**config.mk**
```make
export PLATFORM = sky130hd
export DESIGN_NAME = pc_fetch_stage
export DESIGN_NICKNAME = d
export VERILOG_FILES = /design/src/rtl/fetch_pkg.sv /design/src/rtl/pc_next_select.sv /design/src/rtl/pc_register.sv /design/src/rtl/insn_gate.sv /design/src/rtl/pc_fetch_stage.sv
export SDC_FILE = /design/constraint.sdc
export NUM_CORES = 1
export LEC_CHECK = 0
export ABC_CLOCK_PERIOD_IN_PS = 4400
export BUFFER_PORTS_ARGS = -buffer_cell sky130_fd_sc_hd__buf_2
export CAP_MARGIN = 20
export CORE_MARGIN = 2
export CORE_UTILIZATION = 48
export DETAILED_ROUTE_END_ITERATION = 6
export PLACE_DENSITY = 0.87
export SLEW_MARGIN = 30
export SYNTH_ARGS = -nofsm -noshare
export SYNTH_HDL_FRONTEND = slang
export SYNTH_HIERARCHICAL = 1
export SYNTH_SLANG_ARGS = --single-unit
```
**constraint.sdc**
```tcl
create_clock -name clk -period 4.4 [get_ports clk]
set_clock_uncertainty 0.05 [all_clocks]
set_input_delay 0.66 -clock clk [delete_from_list [all_inputs] [get_ports clk]]
set_output_delay 0.66 -clock clk [all_outputs]
set_load 0.02 [all_outputs]
```
**src/rtl/fetch_pkg.sv**
```systemverilog
package fetch_pkg;

  // Width of an address and of an instruction word.
  localparam int unsigned XLEN = 32;

  // Byte distance between consecutive instructions.
  localparam int unsigned INSN_BYTES = 4;

  // Canonical no-operation: add-immediate, rd=x0, rs1=x0, imm=0.
  localparam logic [XLEN-1:0] NOP_WORD = 32'h0000_0013;

  // Source chosen for the next counter value.
  typedef enum logic [1:0] {
    PC_SRC_HOLD = 2'd0,
    PC_SRC_SEQ  = 2'd1,
    PC_SRC_JUMP = 2'd2
  } pc_src_e;

endpackage

```
**src/rtl/pc_next_select.sv**
```systemverilog
module pc_next_select
  import fetch_pkg::*;
#(
  parameter int unsigned AW          = XLEN,
  parameter int unsigned STEP        = INSN_BYTES,
  parameter int unsigned ALIGN_CLEAR = 1
) (
  input  logic          mem_ok,
  input  logic          jump_req,
  input  logic [AW-1:0] jump_addr,
  input  logic [AW-1:0] pc_now,
  output pc_src_e       src,
  output logic [AW-1:0] pc_next
);

  localparam logic [AW-1:0] STEP_V = AW'(STEP);

  logic [AW-1:0] target_aligned;
  logic [AW-1:0] seq_addr;

  // Clear the low bits of the redirect target when requested.
  generate
    if (ALIGN_CLEAR > 0) begin : g_align
      localparam logic [AW-1:0] ALIGN_MASK = ~((AW'(1) << ALIGN_CLEAR) - AW'(1));
      assign target_aligned = jump_addr & ALIGN_MASK;
    end else begin : g_noalign
      assign target_aligned = jump_addr;
    end
  endgenerate

  assign seq_addr = pc_now + STEP_V;

  // A stall outranks a redirect.
  always_comb begin
    if (!mem_ok)       src = PC_SRC_HOLD;
    else if (jump_req) src = PC_SRC_JUMP;
    else               src = PC_SRC_SEQ;
  end

  always_comb begin
    unique case (src)
      PC_SRC_JUMP: pc_next = target_aligned;
      PC_SRC_SEQ:  pc_next = seq_addr;
      default:     pc_next = pc_now;
    endcase
  end

endmodule

```
**src/rtl/pc_register.sv**
```systemverilog
module pc_register
  import fetch_pkg::*;
#(
  parameter int unsigned   AW       = XLEN,
  parameter logic [AW-1:0] RESET_PC = 32'h0000_1000
) (
  input  logic          clk,
  input  logic          rst,
  input  logic [AW-1:0] pc_d,
  output logic [AW-1:0] pc_q
);

  always_ff @(posedge clk) begin
    if (rst) pc_q <= RESET_PC;
    else     pc_q <= pc_d;
  end

  // the reset vector appears one edge after reset is sampled.
  a_r1_reset_vector: assert property (@(posedge clk) rst |=> (pc_q == RESET_PC));

  // the counter never holds an odd address once out of reset.
  a_r9_pc_aligned: assert property (@(posedge clk) disable iff (rst) (pc_q[0] == 1'b0));

endmodule

```
**src/rtl/insn_gate.sv**
```systemverilog
module insn_gate
  import fetch_pkg::*;
#(
  parameter int unsigned     IW       = XLEN,
  parameter logic [IW-1:0]   BUBBLE   = NOP_WORD
) (
  input  logic          clk,
  input  logic          rst,
  input  logic          mem_ok,
  input  logic [IW-1:0] mem_word,
  output logic [IW-1:0] insn_out
);

  assign insn_out = mem_ok ? mem_word : BUBBLE;

  // a stalled cycle hands decode the bubble word.
  a_r5_bubble_on_stall: assert property (@(posedge clk) disable iff (rst)
    !mem_ok |-> (insn_out == BUBBLE));

  // valid data passes through unchanged.
  a_r6_pass_valid: assert property (@(posedge clk) disable iff (rst)
    mem_ok |-> (insn_out == mem_word));

endmodule

```
**src/rtl/pc_fetch_stage.sv**
```systemverilog
module pc_fetch_stage
  import fetch_pkg::*;
#(
  parameter int unsigned       AW          = XLEN,
  parameter logic [AW-1:0]     RESET_PC    = 32'h0000_1000,
  parameter int unsigned       ALIGN_CLEAR = 1
) (
  input  logic          clk,
  input  logic          rst,
  input  logic          redirect_req,
  input  logic [AW-1:0] redirect_target,
  input  logic          imem_valid,
  input  logic [AW-1:0] imem_rdata,
  output logic [AW-1:0] fetch_addr,
  output logic [AW-1:0] decode_insn
);

  localparam logic [AW-1:0] STEP_V = AW'(INSN_BYTES);

  logic [AW-1:0] pc_q;
  logic [AW-1:0] pc_d;
  pc_src_e       pc_src;

  pc_next_select #(
    .AW         (AW),
    .STEP       (INSN_BYTES),
    .ALIGN_CLEAR(ALIGN_CLEAR)
  ) u_sel (
    .mem_ok   (imem_valid),
    .jump_req (redirect_req),
    .jump_addr(redirect_target),
    .pc_now   (pc_q),
    .src      (pc_src),
    .pc_next  (pc_d)
  );

  pc_register #(
    .AW      (AW),
    .RESET_PC(RESET_PC)
  ) u_pc (
    .clk (clk),
    .rst (rst),
    .pc_d(pc_d),
    .pc_q(pc_q)
  );

  insn_gate #(
    .IW    (AW),
    .BUBBLE(NOP_WORD)
  ) u_gate (
    .clk     (clk),
    .rst     (rst),
    .mem_ok  (imem_valid),
    .mem_word(imem_rdata),
    .insn_out(decode_insn)
  );

  assign fetch_addr = pc_q;

  // a stall keeps the address, redirect or not.
  a_r4_hold_on_stall: assert property (@(posedge clk) disable iff (rst)
    (!imem_valid && !$past(rst)) |=> (fetch_addr == $past(fetch_addr)));

  // valid without redirect steps by one instruction.
  a_r3_sequential: assert property (@(posedge clk) disable iff (rst)
    (imem_valid && !redirect_req) |=> (fetch_addr == $past(fetch_addr) + STEP_V));

  // valid with redirect lands on the target, low bit cleared.
  a_r2_redirect: assert property (@(posedge clk) disable iff (rst)
    (imem_valid && redirect_req) |=> (fetch_addr == {$past(redirect_target[AW-1:1]), 1'b0}));

endmodule

```
==> results of run 1 <==
metal layers:
layer	global-route usage (%)	vias to the layer above
met4	5.86	0
met3	4.53	10
li1	-	1378
met1	30.6	1311
met2	43.4	158
met5	0	-
layout make-up:
cell class                 instances  area [sq um]  share of cell area (%)
clock buffer                       6          82.6                    2.71
clock inverter                     2          10.0                   0.329
inverter                           6          22.5                   0.740
multi-input combinational        249          1560                    51.1
sequential                        32           641                    21.0
tap                               54          67.6                    2.22
timing repair buffer             132           666                    21.9
synthesized netlist by cell type (all sizes together) (3+ instances only):
cell type  instances
dfxtp             32
o21ai             14
a22oi              6
and2              33
nor2              18
nand2             18
or3                4
buf                8
o211ai             3
and3               6
inv                5
nor4               7
a311oi             5
nor3              10
a311o              3
nand2b             6
nand4             11
nand3             13
clkbuf            15
a21oi             18
nor2b             32
a41oi              3
or2                3
a41o               3
a211oi             6
or4                4
per-stage QoR:
step / instances / hold slack, ns
after floorplan: 310 / 0.605
after global placement: 473 / 0.519
after detailed placement: 473 / 0.541
after CTS: 481 / 0.553
after global routing: 481 / 0.568
final: 481 / 0.550
critical path: cells and delay by family:
family / cells / cell delay (ns)
and+or+nand+nor: 2 / 0.70
buffers and inverters: 2 / 1.20
AOI/OAI and AO/OA: 2 / 0.19
power by group through the flow:
stage / clock network, mW / logic [mW] / registers [mW]
2_1_floorplan: 0 / 0.110 / 0.353
3_3_place_gp: 0 / 0.197 / 0.338
3_5_place_dp: 0 / 0.201 / 0.338
4_1_cts: 0.237 / 0.201 / 0.332
5_1_grt: 0.250 / 0.219 / 0.336
6_report: 0.233 / 0.202 / 0.333
worst paths after layout:
check | endpoint | slack, ns
hold reg to reg | u_pc/pc_q[0] | 0.55
setup / recovery | u_pc/pc_q[29] | 1.74
hold / removal | u_pc/pc_q[0] | 0.55
setup reg to reg | u_pc/pc_q[30] | 2.07
cells by family after synthesis:
group	share of synthesized area, %
buf+inv	5.44
flops	27.6
mux	1.35
fa+ha+maj	0.539
simple gates	41.8
compound gates	23.3
==> impl_metrics.py, run 1 <==
metrics = {
    "run_status": {
        "outcome": "complete, no violations",
    },
    "die": {
        "chipWidth_um": 73.6,
        "num_io_pins": 132,
        "die_area_sq_um": 5410,
        "die-height_um": 73.6,
        "initial_utilization_pct": 49.5,
        "core_area_sq_um": 4690,
        "std_cell_rows": 25,
    },
    "power": {
        "cellLeakagePower_nw": 1.39,
        "pwr_density_cell_nw_per_um2": 252,
        "internal-power_mw": 0.520,
        "pwr-share-clk_pct": 30.3,
        "share_comb_of_total_power_pct": 26.3,
        "net-switching-power_mw": 0.247,
        "peak_supply_drop_mv": 0.199,
        "p_total_mw": 0.767,
        "netSwitchingFraction_pct": 32.2,
        "seqPwrFrac_pct": 43.3,
    },
    "yosys": {
        "synth.distinct_cells": 52,
        "synth_top_flop_cell": "dfxtp_1",
        "ys_ff_latch": 32,
        "post_synth.cell_area_avg_sq_um": 7.49,
        "mappedNetlistArea_sq_um": 2320,
        "netlist.top_cell.by_area": "dfxtp_1",
        "syn-num-nets": 379,
        "synth-async-reset-ratio_pct": 0,
        "synth_largest_type_area_fraction_pct": 27.6,
        "seq_area_frac_synth_pct": 27.6,
        "yosys_warnings": 6,
        "synth.top_cells.by_area": "dfxtp_1, and2_1, nor2b_1",
        "synth-edff-count": 0,
        "post_synth_inst_count": 310,
    },
    "worst_setup_path": {
        "worstPathRequired_ns": 4.50,
        "timing.critical_path.fanout_max": 32,
        "critPathLaunch": "redirect_req",
        "cp-end-kind": "flip-flop",
        "crit_path_top_delay_cell": "clkinv_1",
        "chain_of_cells_forming_the_critical_path": "buf_2, clkinv_1, or3_1, o21ai_0, a211oi_1, nor2b_1",
        "timing.critical_path.arrival_ns": 2.76,
        "largest_stage_delay_worst_path_ns": 0.77,
        "r2r_cells": 6,
        "critical_r2r_launch": "u_pc/pc_q[2]",
        "worstSetupStartpointType": "input pin",
        "worstSetupPathType": "input pin to flip-flop",
    },
    "routing": {
        "route.vias.total": 2857,
        "detail_route.iter0.violations": 300,
        "dr.pass1.iters": 5,
        "wl_met2_um": 3480,
        "routedLengthMet1_um": 2960,
        "antenna_left": 0,
        "routed_via_density": 5.94,
        "detail_route.drc_violations": 0,
        "routed_wirelength_um": 7110,
        "top_layer_used": "met4",
        "detailroute.wirelength.met3_um": 610,
        "detail_route.wl_per_cell_um": 14.8,
    },
    "timing": {
        "finalSetupTns_ns": 0,
        "fin_crit_ns": 2.66,
        "worst_slew_pin_slew_ns": 0.759,
        "rsz_0062_raised_after_global_routing": "false",
        "report.final.slew_viol_count": 0,
        "finalHoldViolations": 0,
        "fin_ws_ns": 1.74,
        "max_clock_freq_mhz": 375,
        "slew_headroom_pct": 49.1,
        "finalCritPeriodShare_pct": 60.5,
        "final-setup-viol-count": 0,
    },
    "clock_network": {
        "cts_buffers": 5,
        "cts_num_sinks": 32,
        "clk_pin_slew_ns": 0.07,
        "cts_max_path_buffers": 2,
        "clock_tree.htree_level_count": 2,
        "cts_tree": "yes",
        "post_cts_repair_resize_count": 0,
        "post_cts_hold_buffer_count": 0,
        "postCtsSetupBuffers": 0,
        "worstSkewPairLatency_ns": 0.28,
        "clk_root_buffer_cell": "clkbuf_8",
    },
    "final_layout": {
        "layout_commonest_cell": "buf_2",
        "layout_common_cells": "buf_2, and2_1, nor2b_1, dfxtp_1",
        "flip_flop_count_of_the_largest_register_all_copies_and_words_added": 32,
        "layout.filler_cells": 410,
        "finish.utilization_pct": 64.9,
        "final_net_count": 495,
        "layout_top_registers": "u_pc/pc_q (32)",
        "final_cell_area_sq_um": 3040,
        "n_antenna_cell": 0,
        "areaGrowthSynthToFinish_pct": 31.1,
        "regMostFlops": "u_pc/pc_q",
        "post_route_cells_drive_above_1_share_pct": 34.9,
    },
    "grt": {
        "grt_use_total_pct": 24.5,
        "antenna_found_initial": 0,
        "grt_pass1_vias": 2357,
        "gr-total-overflow": 0,
        "grt_max_degree": 45,
        "grt_first_pass_wirelength_um": 10700,
    },
    "worst_hold_path": {
        "min_delay_path_depth": 2,
        "hold_path_startpoint": "u_pc/pc_q[0]",
        "worstHoldPathType": "flip-flop to flip-flop",
    },
    "placement": {
        "globalplace.congestion": 0.875,
        "detailedPlacementHpwl_um": 5090,
        "port-buffer-count": 130,
        "place_ws_ns": 1.51,
        "post_dp_cell_area_sq_um": 2950,
    },
    "job": {
        "maxCapViolCount": 0,
    },
}
Note: power is estimated with default switching activity, not from simulation.
==> run 2, diff against run 1 <==
--- a/config.mk
+++ b/config.mk
@@ -5,13 +5,14 @@
 export SDC_FILE = /design/constraint.sdc
 export NUM_CORES = 1
 export LEC_CHECK = 0
-export ABC_CLOCK_PERIOD_IN_PS = 4400
+export ABC_AREA = 1
+export ABC_CLOCK_PERIOD_IN_PS = 2300
 export BUFFER_PORTS_ARGS = -buffer_cell sky130_fd_sc_hd__buf_2
 export CAP_MARGIN = 20
 export CORE_MARGIN = 2
-export CORE_UTILIZATION = 48
+export CORE_UTILIZATION = 42
 export DETAILED_ROUTE_END_ITERATION = 6
-export PLACE_DENSITY = 0.87
+export PLACE_DENSITY = 0.78
 export SLEW_MARGIN = 30
 export SYNTH_ARGS = -nofsm -noshare
 export SYNTH_HDL_FRONTEND = slang
==> constraint.sdc (replaced) <==
create_clock -name clk -period 2.3 [get_ports clk]
set_clock_uncertainty 0.05 [all_clocks]
set_input_delay 0.345 -clock clk [delete_from_list [all_inputs] [get_ports clk]]
set_output_delay 0.345 -clock clk [all_outputs]
set_load 0.02 [all_outputs]
==> run 2 against run 1 <==
Against the previous run:
- combinational power rose by 84%
- setup slack worse by 1.2 ns
- highest routed layer unchanged
- via count up 18%
- critical path depth is 4 higher
- largest cell class unchanged
- cell area rose by 14%
- sequential share of layout area down 2.6 points
- die area grew 31%
- flip-flop and latch count is the same
==> impl_metrics.py, run 2 <==
metrics = {
    "run_status": {
        "outcome": "complete, no violations",
    },
    "die": {
        "std_cell_rows": 29,
        "initial_utilization_pct": 42.9,
        "chipWidth_um": 84.1,
        "num_io_pins": 132,
        "die-height_um": 84.1,
        "core_area_sq_um": 6280,
        "die_area_sq_um": 7070,
    },
    "timing": {
        "final-setup-viol-count": 0,
        "slew_headroom_pct": 59.5,
        "fin_crit_ns": 1.76,
        "worst_slew_pin_slew_ns": 0.608,
        "finalCritPeriodShare_pct": 76.6,
        "report.final.slew_viol_count": 0,
        "rsz_0062_raised_after_global_routing": "false",
        "max_clock_freq_mhz": 567,
        "finalSetupTns_ns": 0,
        "finalHoldViolations": 0,
    },
    "routing": {
        "detail_route.drc_violations": 0,
        "route.vias.total": 3360,
        "detail_route.iter0.violations": 229,
        "detail_route.wl_per_cell_um": 11.2,
        "dr.pass1.iters": 4,
        "routed_via_density": 4.70,
        "antenna_left": 0,
        "routed_wirelength_um": 8010,
    },
    "yosys": {
        "netlist.top_cell.by_area": "nand2_1",
        "yosysMostFrequentCell": "nand2_1",
        "synth-edff-count": 0,
        "synth.top_cells.by_area": "nand2_1, dfxtp_1, inv_1",
        "post_synth_inst_count": 508,
        "post_synth.cell_area_avg_sq_um": 5.30,
        "synth_top_flop_cell": "dfxtp_1",
        "mappedNetlistArea_sq_um": 2690,
        "synth.distinct_cells": 23,
        "ys_ff_latch": 32,
        "syn-num-nets": 577,
        "synth_largest_type_area_fraction_pct": 24.4,
        "synth-async-reset-ratio_pct": 0,
        "seq_area_frac_synth_pct": 23.8,
        "yosys_warnings": 6,
        "ranking_of_synthesized_cells_by_instance_count": "nand2_1, inv_1, nor2_1",
    },
    "placement": {
        "detailedPlacementHpwl_um": 6230,
        "port-buffer-count": 130,
        "globalplace.congestion": 0.901,
    },
    "clock_network": {
        "cts_buffers": 5,
        "clk_root_buffer_cell": "clkbuf_8",
        "cts_max_path_buffers": 2,
        "cts_num_sinks": 32,
        "clk_pin_slew_ns": 0.07,
        "worstSkewPairLatency_ns": 0.30,
        "postCtsSetupBuffers": 0,
        "cts_tree": "yes",
        "post_cts_hold_buffer_count": 0,
        "post_cts_repair_resize_count": 0,
        "clock_tree.htree_level_count": 2,
    },
    "grt": {
        "gr-total-overflow": 0,
        "grt_max_degree": 33,
        "grt_use_total_pct": 22.3,
        "antenna_found_initial": 1,
        "grt_pass1_vias": 2917,
        "grt_first_pass_wirelength_um": 12800,
    },
    "worst_setup_path": {
        "worstPathRequired_ns": 2.42,
        "cp-end-kind": "flip-flop",
        "timing.critical_path.arrival_ns": 1.88,
        "r2r_cells": 10,
        "setup.reg_to_reg.worst_slack_ns": 0.54,
        "worstSetupPathType": "flip-flop to flip-flop",
        "timing.critical_path.fanout_max": 6,
        "worstSetupStartpointType": "flip-flop",
        "worstReg2RegEnd": "u_pc/pc_q[28]",
        "critical_r2r_launch": "u_pc/pc_q[2]",
    },
    "final_layout": {
        "final_net_count": 705,
        "regMostFlops": "u_pc/pc_q",
        "post_route_cells_drive_above_1_share_pct": 25.0,
        "layout_common_cells": "nand2_1, buf_2, inv_1",
        "layout_top_registers": "u_pc/pc_q (32)",
        "layout_commonest_cell": "nand2_1",
        "layout.filler_cells": 638,
        "flip_flop_count_of_the_largest_register_all_copies_and_words_added": 32,
        "areaGrowthSynthToFinish_pct": 29.0,
        "multiInputGateArea_sq_um": 1510,
        "final-seq-area_sq_um": 641,
        "finish.utilization_pct": 55.4,
    },
    "worst_hold_path": {
        "min_to": "u_pc/pc_q[1]",
        "min_delay_path_depth": 5,
        "worstHoldPathType": "input pin to flip-flop",
        "hold_path_startpoint": "redirect_target[1]",
    },
    "power": {
        "netSwitchingFraction_pct": 32.5,
        "pwr-share-clk_pct": 35.7,
        "peak_supply_drop_mv": 0.263,
        "seqPwrFrac_pct": 40.2,
        "share_comb_of_total_power_pct": 24.0,
        "internal-power_mw": 1.04,
        "pwr_density_cell_nw_per_um2": 445,
        "net-switching-power_mw": 0.502,
        "cellLeakagePower_nw": 1.97,
    },
    "job": {
        "maxCapViolCount": 0,
    },
}
## run 2: cell types whose count changed in the layout (fill, tap and decap cells not counted), moves of 9 or more
cell,before,now
a21oi_1,18,5
nand2_1,18,175
nor2_1,18,71
inv_1,4,114
nor2b_1,32,0
nand3_1,12,49
and2_1,33,0
nand4_1,9,0
nor3_1,10,0
## run 2: per-stage QoR
step | hold WS (ns) | cells | instance area, sq um | power, mW | setup slack, ns
floorplan | 0.366 | 508 | 2690 | 0.865 | 0.694
global placement | 0.429 | 706 | 3360 | 1.00 | 0.600
detailed placement | 0.435 | 706 | 3360 | 1.01 | 0.518
CTS | 0.284 | 714 | 3470 | 1.56 | 0.515
global route | 0.327 | 715 | 3480 | 1.63 | 0.349
finish | 0.296 | 715 | 3480 | 1.55 | 0.538
## run 2: worst max-delay path, cell delays in order, from the launching register on
cell     delay [ns]
dfxtp_1        0.45
ha_1           0.27
nand3_2        0.11
nor2_2         0.22
nand2_2        0.13
inv_2          0.11
nand3_1        0.08
nand3_1        0.09
nand2_1        0.05
inv_1          0.04
nor2_1         0.03
## run 2: area by class of cell
cell class	instances	share of cell area, %
diodes	1	0.0720
clock buffers	5	1.98
clock inverters	3	1.22
inverters	115	12.4
multi-input cells	347	43.3
flip-flops and latches	32	18.4
well taps	77	2.77
repair buffers	135	19.8
## run 2: how the worst max path moves through the flow
stage	from	end	slack, ns
after floorplan	u_pc/pc_q[3]	u_pc/pc_q[28]	0.69
after global placement	u_pc/pc_q[2]	u_pc/pc_q[28]	0.60
after detailed placement	u_pc/pc_q[2]	u_pc/pc_q[28]	0.52
after CTS	u_pc/pc_q[2]	u_pc/pc_q[28]	0.52
after global routing	u_pc/pc_q[2]	u_pc/pc_q[16]	0.35
final	u_pc/pc_q[2]	u_pc/pc_q[28]	0.54
## run 2: layer usage
metal	track usage, %	part of all wire [%]
met1	24.1	39
met2	41.8	52
met3	5.24	7.6
met4	7.62	1.0
met5	0	0
## run 2: power groups by stage
stage	sequential [mW]	clock [mW]	combinational [mW]
finish	0.622	0.553	0.372
global placement	0.634	0	0.366
global route	0.629	0.589	0.415
detailed placement	0.635	0	0.373
floorplan	0.661	0	0.204
CTS	0.622	0.567	0.375
## run 2: logic make-up (layout without fill, tap and decap cells)
family          Yosys count  after routing  share of synthesized area, %
simple gates            310            310                          47.7
buf+inv                 129            258                          20.3
compound gates           34             34                          7.01
flops                    32             32                          23.8
xor+xnor                  2              2                         0.650
fa+ha+maj                 1              1                         0.464
other cells               0              1                             0
